===== config.mk =====
export PLATFORM = sky130hd
export DESIGN_NAME = isr_unit
export DESIGN_NICKNAME = d
export VERILOG_FILES = /design/src/rtl/isr_pkg.sv /design/src/rtl/isr_event_gate.sv /design/src/rtl/isr_status_reg.sv /design/src/rtl/isr_mask_reg.sv /design/src/rtl/isr_unit.sv
export SDC_FILE = /design/constraint.sdc
export NUM_CORES = 1
export LEC_CHECK = 0
export BUFFER_PORTS_ARGS = -buffer_cell sky130_fd_sc_hd__buf_4
export CORE_AREA = 2 2 39 41
export CTS_BUF_LIST = sky130_fd_sc_hd__clkbuf_8
export CTS_CLUSTER_DIAMETER = 150
export DETAILED_ROUTE_END_ITERATION = 8
export DIE_AREA = 0 0 41 43
export GPL_ROUTABILITY_DRIVEN = 0
export GPL_TIMING_DRIVEN = 0
export PLACE_DENSITY = 0.72
export SYNTH_ARGS = -nofsm -noshare
export SYNTH_HDL_FRONTEND = slang
export SYNTH_SLANG_ARGS = --single-unit

===== constraint.sdc =====
create_clock -name clk -period 0.8 [get_ports clk]
set_clock_uncertainty 0.05 [all_clocks]
set_input_delay 0.16 -clock clk [delete_from_list [all_inputs] [get_ports clk]]
set_output_delay 0.16 -clock clk [all_outputs]
set_load 0.01 [all_outputs]

===== src/rtl/isr_pkg.sv =====
// Package: shared constants for the interrupt status/mask unit.
// Assumes an 8-bit register port; event index order is frame end,
// pool full, transmit ready.
package isr_pkg;

    localparam int unsigned REG_W  = 8;
    localparam int unsigned NUM_EV = 3;

    // Event indices inside the internal event vectors.
    localparam int unsigned EV_MSG_END   = 0;
    localparam int unsigned EV_POOL_FULL = 1;
    localparam int unsigned EV_TX_READY  = 2;

    // Register bit positions seen by software.
    localparam int unsigned POS_MSG_END   = 7;
    localparam int unsigned POS_POOL_FULL = 6;
    localparam int unsigned POS_TX_READY  = 4;

    localparam logic [REG_W-1:0] IMPL_BITS =
        (REG_W'(1) << POS_MSG_END) | (REG_W'(1) << POS_POOL_FULL) |
        (REG_W'(1) << POS_TX_READY);

    typedef enum logic [0:0] {
        SEL_STATUS = 1'b0,
        SEL_MASK   = 1'b1
    } reg_sel_e;

    // Map an event index to its register bit position.
    function automatic int unsigned ev_pos(input int unsigned idx);
        case (idx)
            EV_MSG_END:   ev_pos = POS_MSG_END;
            EV_POOL_FULL: ev_pos = POS_POOL_FULL;
            default:      ev_pos = POS_TX_READY;
        endcase
    endfunction

endpackage


===== src/rtl/isr_event_gate.sv =====
// Module: qualifies raw FIFO events by operating mode.
// Non-DMA: events pass straight through (frame end dropped on extended frame).
// DMA: pool events dropped; frame end parked until dma_done.
// Assumes single-cycle event pulses.
module isr_event_gate
    import isr_pkg::*;
(
    input  logic              clk,
    input  logic              rst_n,
    input  logic              ev_msg_end,
    input  logic              ev_pool_full,
    input  logic              ev_tx_ready,
    input  logic              ext_frame,
    input  logic              dma_mode,
    input  logic              dma_done,
    output logic [NUM_EV-1:0] set_vec
);

    logic msg_ok;
    logic park_q;
    logic release_now;

    // Frame end counts only when no extended frame was recognised.
    always_comb msg_ok = ev_msg_end & ~ext_frame;

    // A parked frame end is released by the DMA completion pulse.
    always_comb release_now = park_q & dma_done;

    // Track a frame end deferred until the DMA transfer completes.
    always_ff @(posedge clk) begin
        if (!rst_n || !dma_mode) begin
            park_q <= 1'b0;
        end else begin
            park_q <= (park_q & ~dma_done) | msg_ok;
        end
    end

    // Build the per-event set vector for the status register.
    always_comb begin
        set_vec               = '0;
        set_vec[EV_MSG_END]   = dma_mode ? release_now : msg_ok;
        set_vec[EV_POOL_FULL] = ~dma_mode & ev_pool_full;
        set_vec[EV_TX_READY]  = ~dma_mode & ev_tx_ready;
    end

endmodule


===== src/rtl/isr_status_reg.sv =====
// Module: sticky status flags with clear-on-read.
// A read clears flags set before the edge; a set at the same edge survives.
module isr_status_reg
    import isr_pkg::*;
(
    input  logic              clk,
    input  logic              rst_n,
    input  logic [NUM_EV-1:0] set_vec,
    input  logic              rd_clr,
    output logic [NUM_EV-1:0] flags_q
);

    for (genvar i = 0; i < NUM_EV; i++) begin : g_flag
        // One sticky flag per event.
        always_ff @(posedge clk) begin
            if (!rst_n) begin
                flags_q[i] <= 1'b0;
            end else begin
                flags_q[i] <= set_vec[i] | (flags_q[i] & ~rd_clr);
            end
        end
    end

endmodule


===== src/rtl/isr_mask_reg.sv =====
// Module: per-event mask bits loaded from the register port.
// A 1 disables the matching interrupt; reset value enables all.
module isr_mask_reg
    import isr_pkg::*;
(
    input  logic              clk,
    input  logic              rst_n,
    input  logic              wr_en,
    input  logic [REG_W-1:0]  wdata,
    output logic [NUM_EV-1:0] mask_q
);

    logic unused_wdata;
    always_comb unused_wdata = ^(wdata & ~IMPL_BITS);

    for (genvar i = 0; i < NUM_EV; i++) begin : g_mask
        // Capture the mask bit at this event's register position.
        always_ff @(posedge clk) begin
            if (!rst_n) begin
                mask_q[i] <= 1'b0;
            end else if (wr_en) begin
                mask_q[i] <= wdata[ev_pos(i)];
            end
        end
    end

endmodule


===== src/rtl/isr_unit.sv =====
// Module: interrupt status and mask unit (top).
// Holds status and mask registers, decodes the register port and drives irq.
// Assumes reg_rd and reg_wr are not asserted together.
module isr_unit
    import isr_pkg::*;
(
    input  logic             clk,
    input  logic             rst_n,
    input  logic             ev_msg_end,
    input  logic             ev_pool_full,
    input  logic             ev_tx_ready,
    input  logic             ext_frame,
    input  logic             dma_mode,
    input  logic             dma_done,
    input  logic             reg_rd,
    input  logic             reg_wr,
    input  logic             reg_addr,
    input  logic [REG_W-1:0] reg_wdata,
    output logic [REG_W-1:0] reg_rdata,
    output logic             irq
);

    logic [NUM_EV-1:0] set_vec;
    logic [NUM_EV-1:0] flags;
    logic [NUM_EV-1:0] mask;
    logic              rd_status;
    logic              wr_mask;
    logic [REG_W-1:0]  status_word;
    logic [REG_W-1:0]  mask_word;
    reg_sel_e          sel;

    // Decode the register port.
    always_comb begin
        sel       = reg_sel_e'(reg_addr);
        rd_status = reg_rd & (sel == SEL_STATUS);
        wr_mask   = reg_wr & (sel == SEL_MASK);
    end

    isr_event_gate u_gate (
        .clk          (clk),
        .rst_n        (rst_n),
        .ev_msg_end   (ev_msg_end),
        .ev_pool_full (ev_pool_full),
        .ev_tx_ready  (ev_tx_ready),
        .ext_frame    (ext_frame),
        .dma_mode     (dma_mode),
        .dma_done     (dma_done),
        .set_vec      (set_vec)
    );

    isr_status_reg u_status (
        .clk     (clk),
        .rst_n   (rst_n),
        .set_vec (set_vec),
        .rd_clr  (rd_status),
        .flags_q (flags)
    );

    isr_mask_reg u_mask (
        .clk    (clk),
        .rst_n  (rst_n),
        .wr_en  (wr_mask),
        .wdata  (reg_wdata),
        .mask_q (mask)
    );

    // Spread event flags and masks onto their register bit positions.
    always_comb begin
        status_word = '0;
        mask_word   = '0;
        for (int i = 0; i < NUM_EV; i++) begin
            status_word[ev_pos(i)] = flags[i];
            mask_word[ev_pos(i)]   = mask[i];
        end
    end

    // Register the read data on every read strobe.
    always_ff @(posedge clk) begin
        if (!rst_n) begin
            reg_rdata <= '0;
        end else if (reg_rd) begin
            reg_rdata <= (sel == SEL_MASK) ? mask_word : status_word;
        end
    end

    // Interrupt: any recorded event whose mask bit is clear.
    always_comb irq = |(flags & ~mask);

endmodule


# Word-level counts from Yosys, hierarchy flattened
# Cells that the tools add are included.
dict set report totals {
  reg_bits 15
  input_bits 19
  word_cells 35
}
dict set report op_classes {
  muxes 2
  bitwise 21
  reduce_logical 4
}
# cell count
set ops {}
lappend ops {{1-bit bitwise AND} 10}
lappend ops {{8-bit two-way mux} 1}
lappend ops {{1-bit NOT} 5}
lappend ops {{1-bit bitwise OR} 4}
lappend ops {{3-bit bitwise AND} 1}
lappend ops {{3-bit NOT} 1}
lappend ops {{3-bit OR reduction} 1}
lappend ops {{1-bit zero test} 2}
lappend ops {{1-bit logical OR} 1}
lappend ops {{1-bit two-way mux} 1}

# Logic depth before layout (Yosys ltp)
dict set report depth {
  word_depth 5
  depth_mapped 4
}

# Hierarchy
# From an unflattened synthesis, not the netlist that was laid out.
dict set report unflattened {
  cells_unflattened 51
  area_unflattened_um2 486.7
}
# mod n_inst cells_per_inst area_each_um2
set modules_own_cells {}
lappend modules_own_cells {isr_unit 1 24 200.2}
lappend modules_own_cells {isr_mask_reg 1 9 108.9}
lappend modules_own_cells {isr_status_reg 1 9 101.3}
lappend modules_own_cells {isr_event_gate 1 9 76.3}

# Least setup slack after synthesis
# OpenSTA, ideal clock, no wires.
dict set report synth_path {
  path_kind {flip-flop to output port}
  from {register u_status.flags_q[0]}
  to {output irq}
  arrival_ns 0.628
  required_time_ns 0.590
  path_slack_ns -0.038
  path_stages_with_launch 3
  path_buffers 0
  path_cell_list {dfxtp_1 > inv_1 > o221ai_1}
}
dict set report synth_via {
  elab_chain_len 2
}
# element line_no
set synth_lines {}
lappend synth_lines {{from (decl)} isr_status_reg.sv:10} ;# output logic [NUM_EV-1:0] flags_q
lappend synth_lines {{from (signal, indexed assignment)} isr_status_reg.sv:19} ;# flags_q[i] <= set_vec[i] | (flags_q[i] & ~rd_clr);
lappend synth_lines {{3-bit bitwise AND} isr_unit.sv:87} ;# always_comb irq = |(flags & ~mask);
lappend synth_lines {{3-bit OR reduction} isr_unit.sv:87}
lappend synth_lines {{to (decl)} isr_unit.sv:20} ;# output logic irq
# Every way passes these cells.

# Worst setup path in the final report
dict set report layout_path {
  from {register u_mask.mask_q[1]}
  to {output irq}
}
dict set report layout_via {
  elab_chain_len 3
}
# element line_no
set layout_lines {}
lappend layout_lines {{from (decl)} isr_mask_reg.sv:10} ;# output logic [NUM_EV-1:0] mask_q
lappend layout_lines {{from (signal, indexed assignment)} isr_mask_reg.sv:22} ;# mask_q[i] <= wdata[ev_pos(i)];
lappend layout_lines {{3-bit NOT} isr_unit.sv:87}
lappend layout_lines {{3-bit bitwise AND} isr_unit.sv:87}
lappend layout_lines {{3-bit OR reduction} isr_unit.sv:87}
# Every way passes these cells.

==> impl_metrics.yaml <==
critical_path:
  critPathTopFamily: "flip-flops"
  worst_path_largest_cell_delay_ps: 330
  worst-path-buf-inv: 1
  cpMaxStageDelayCell: "dfxtp_2"
  worst-path-stages: 3
  start_kind: "flop"
  path_cells: "nand2b_1 > o221ai_2 > buf_4"
  path_class: "flop to output pin"
  cp_max_fo: 3
  required_ps: 590
  r2r_cells: 3
  arrival_ps: 890
  endpoint_kind: "output pin"
  rrSetupSlack_ps: -10
route:
  first_pass_iters: 3
  drtIter0Drc: 3
  dr_total_vias: 430
  postRouteAntennaNets: 0
  wire_per_inst_um: 10.9
  drc_errors: 0
  avgViaCountPerCell: 4.48
  routed_wl_mm: 1.05
timing:
  drv_slew: 0
  period_needed_ps: 1100
  rsz0062_at_grt: "true"
  fin_crit_sh_pct: 138
  hold_violations: 0
  holdWs_ps: 119
  setup_slack_ps: -304
  max_freq_ghz: 0.905
  finalSetupViolCount: 5
  setup_tns_ps: -523
pwr:
  vdd_drop_max_mv: 0.878
  design_power_total_mw: 1.29
  leakage_nw: 0.334
  power.density_nw_per_um2: 1770
layout:
  antenna_cells: 0
  fill_cells: 136
  final_common_cell: "buf_4"
  design_area_um2: 732
  final_cell_mix: "20 x buf_4, 7 x dfxtp_2, 5 x conb_1"
  layout-drive-gt1-share_pct: 50.0
  fin_nets: 101
  final_core_util_pct: 52.9
  synthToLayoutAreaGrowth_pct: 49.2
clocking:
  worstSkewPairLatency_ps: 230
  clock_path_buffers: 2
  cts_tree: "built"
  ctsHoldBuffers: 0
  cts_max_level: 1
  clk_pin_slew_ps: 50
  cts-buffers-inserted: 3
  cts_root_buffer: "clkbuf_8"
  cts_sinks: 10
global_routing:
  grt_pass1_wl_mm: 1.61
  grt_util_all_layers_pct: 14.1
  grt_pass1_vias: 412
  antenna_found_initial: 0
  grt_max_degree: 11
  overflow: 0
synth:
  synthAdderAreaFrac_pct: 0
  yosys.cell_types.count: 20
  ys.warnings.count: 0
  synth-compound-area-share_pct: 19.9
  synthSimpleGateAreaFrac_pct: 19.4
  seq_area_frac_synth_pct: 40.8
  syn_inst: 55
  synth.area.mux_share_pct: 6.12
  ys_ff_latch: 10
  synth_top_family_by_area: "compound AO/OA/AOI/OAI gates"
  synth_xor_area_share_pct: 0
  syn_area_um2: 490
  syn_area_per_cell_um2: 8.92
outcome:
  status: "finished with violations"
  failed_checks: "negative setup slack"
place:
  io_buffers: 16
  hpwl_um: 712
  placed_area_um2: 652
min_path:
  hp-class: "input pin to flop"
  holdPathStages: 2
floorplan:
  pin_count: 28
  core-area_um2: 1380
  rows: 14
  dieArea_um2: 1760
  start_util_pct: 35.4
  die_h_um: 43
  die_w_um: 41
flow_run:
  maxCapViolations: 0
[power by group]
| group | internal (mW) | switching (mW) | total (mW) |
|---|---|---|---|
| clock | 0.329 | 0.187 | 0.515 |
| combinational | 0.134 | 0.0947 | 0.229 |
| sequential | 0.531 | 0.0174 | 0.548 |
[worst register-to-register path: cells and delay by family (launching register included)]
family	cells	cell delay (ps)
multiplexers	1	120
AO/OA/AOI/OAI	1	80
buffers and inverters	1	130
flip-flops	1	320
[cells by family (layout without fill, tap and decap cells)]
| kind of cell | after synthesis | in the layout |
|---|---|---|
| mux | 3 | 3 |
| simple gates | 16 | 16 |
| other cells | 1 | 5 |
| compound gates | 15 | 15 |
| buf+inv | 10 | 31 |
| flops | 10 | 10 |
[metal layers]
layer | wire length [µm] | up-vias | global-route usage, % | part of all wire, %
li1 | - | 227 | - | -
met2 | 543 | 12 | 20.9 | 52
met3 | 51 | 2 | 4.71 | 4.9
met1 | 440 | 189 | 14.8 | 42
met4 | 9 | 0 | 12.0 | 0.86
met5 | 0 | - | 0 | 0
[cell type report]
class | count | area [µm²] | area share, %
Multi-Input combinational cell | 39 | 251 | 34.4
Sequential cell | 10 | 209 | 28.5
Timing Repair Buffer | 18 | 146 | 20.0
Buffer | 6 | 48.8 | 6.67
Clock buffer | 3 | 41.3 | 5.64
Tap cell | 16 | 20.0 | 2.74
Inverter | 4 | 15.0 | 2.05
[timing repair]
action | 4_1_cts | 5_1_grt
resized for setup | 9 | 2
hold endpoints to repair | 0 | 0
pin swaps | 1 | 2
setup buffers | 2 | 0
endpoints found under the setup margin | 4 | 8
[path summary, 6_finish.rpt]
check | start | end
max | u_mask.mask_q[1] | irq
max reg2reg | u_status.flags_q[0] | reg_rdata[7]
min | reg_rd | reg_rdata[4]
min reg2reg | u_mask.mask_q[1] | u_mask.mask_q[1]
[registers in the layout, indices dropped and copies added, names as in the netlist]
signal            count
reg_rdata             3
u_gate.park_q         1
u_status.flags_q      3
u_mask.mask_q         3
[Yosys cell counts, drive strengths merged]
library cell | number | area share [%]
o22ai | 1 | 1.3
o221ai | 1 | 1.8
conb | 1 | 0.76
a21boi | 4 | 6.9
and3 | 1 | 1.3
inv | 4 | 3.1
a21oi | 5 | 5.1
buf | 6 | 9.9
dfxtp | 10 | 41
mux2i | 3 | 6.1
nand2b | 2 | 4.1
nor2b | 4 | 5.1
o21ai | 3 | 3.1
o31a | 1 | 1.8
nand2 | 5 | 4.8
nand3 | 4 | 4.1
[metrics by stage]
stage,std cells,setup WS (ps)
finish,96,-304
global route,96,-355
CTS,96,-315
detailed placement,91,-127
global placement,91,-104
floorplan,59,10.8
Note: power is estimated with default switching activity, not from simulation.
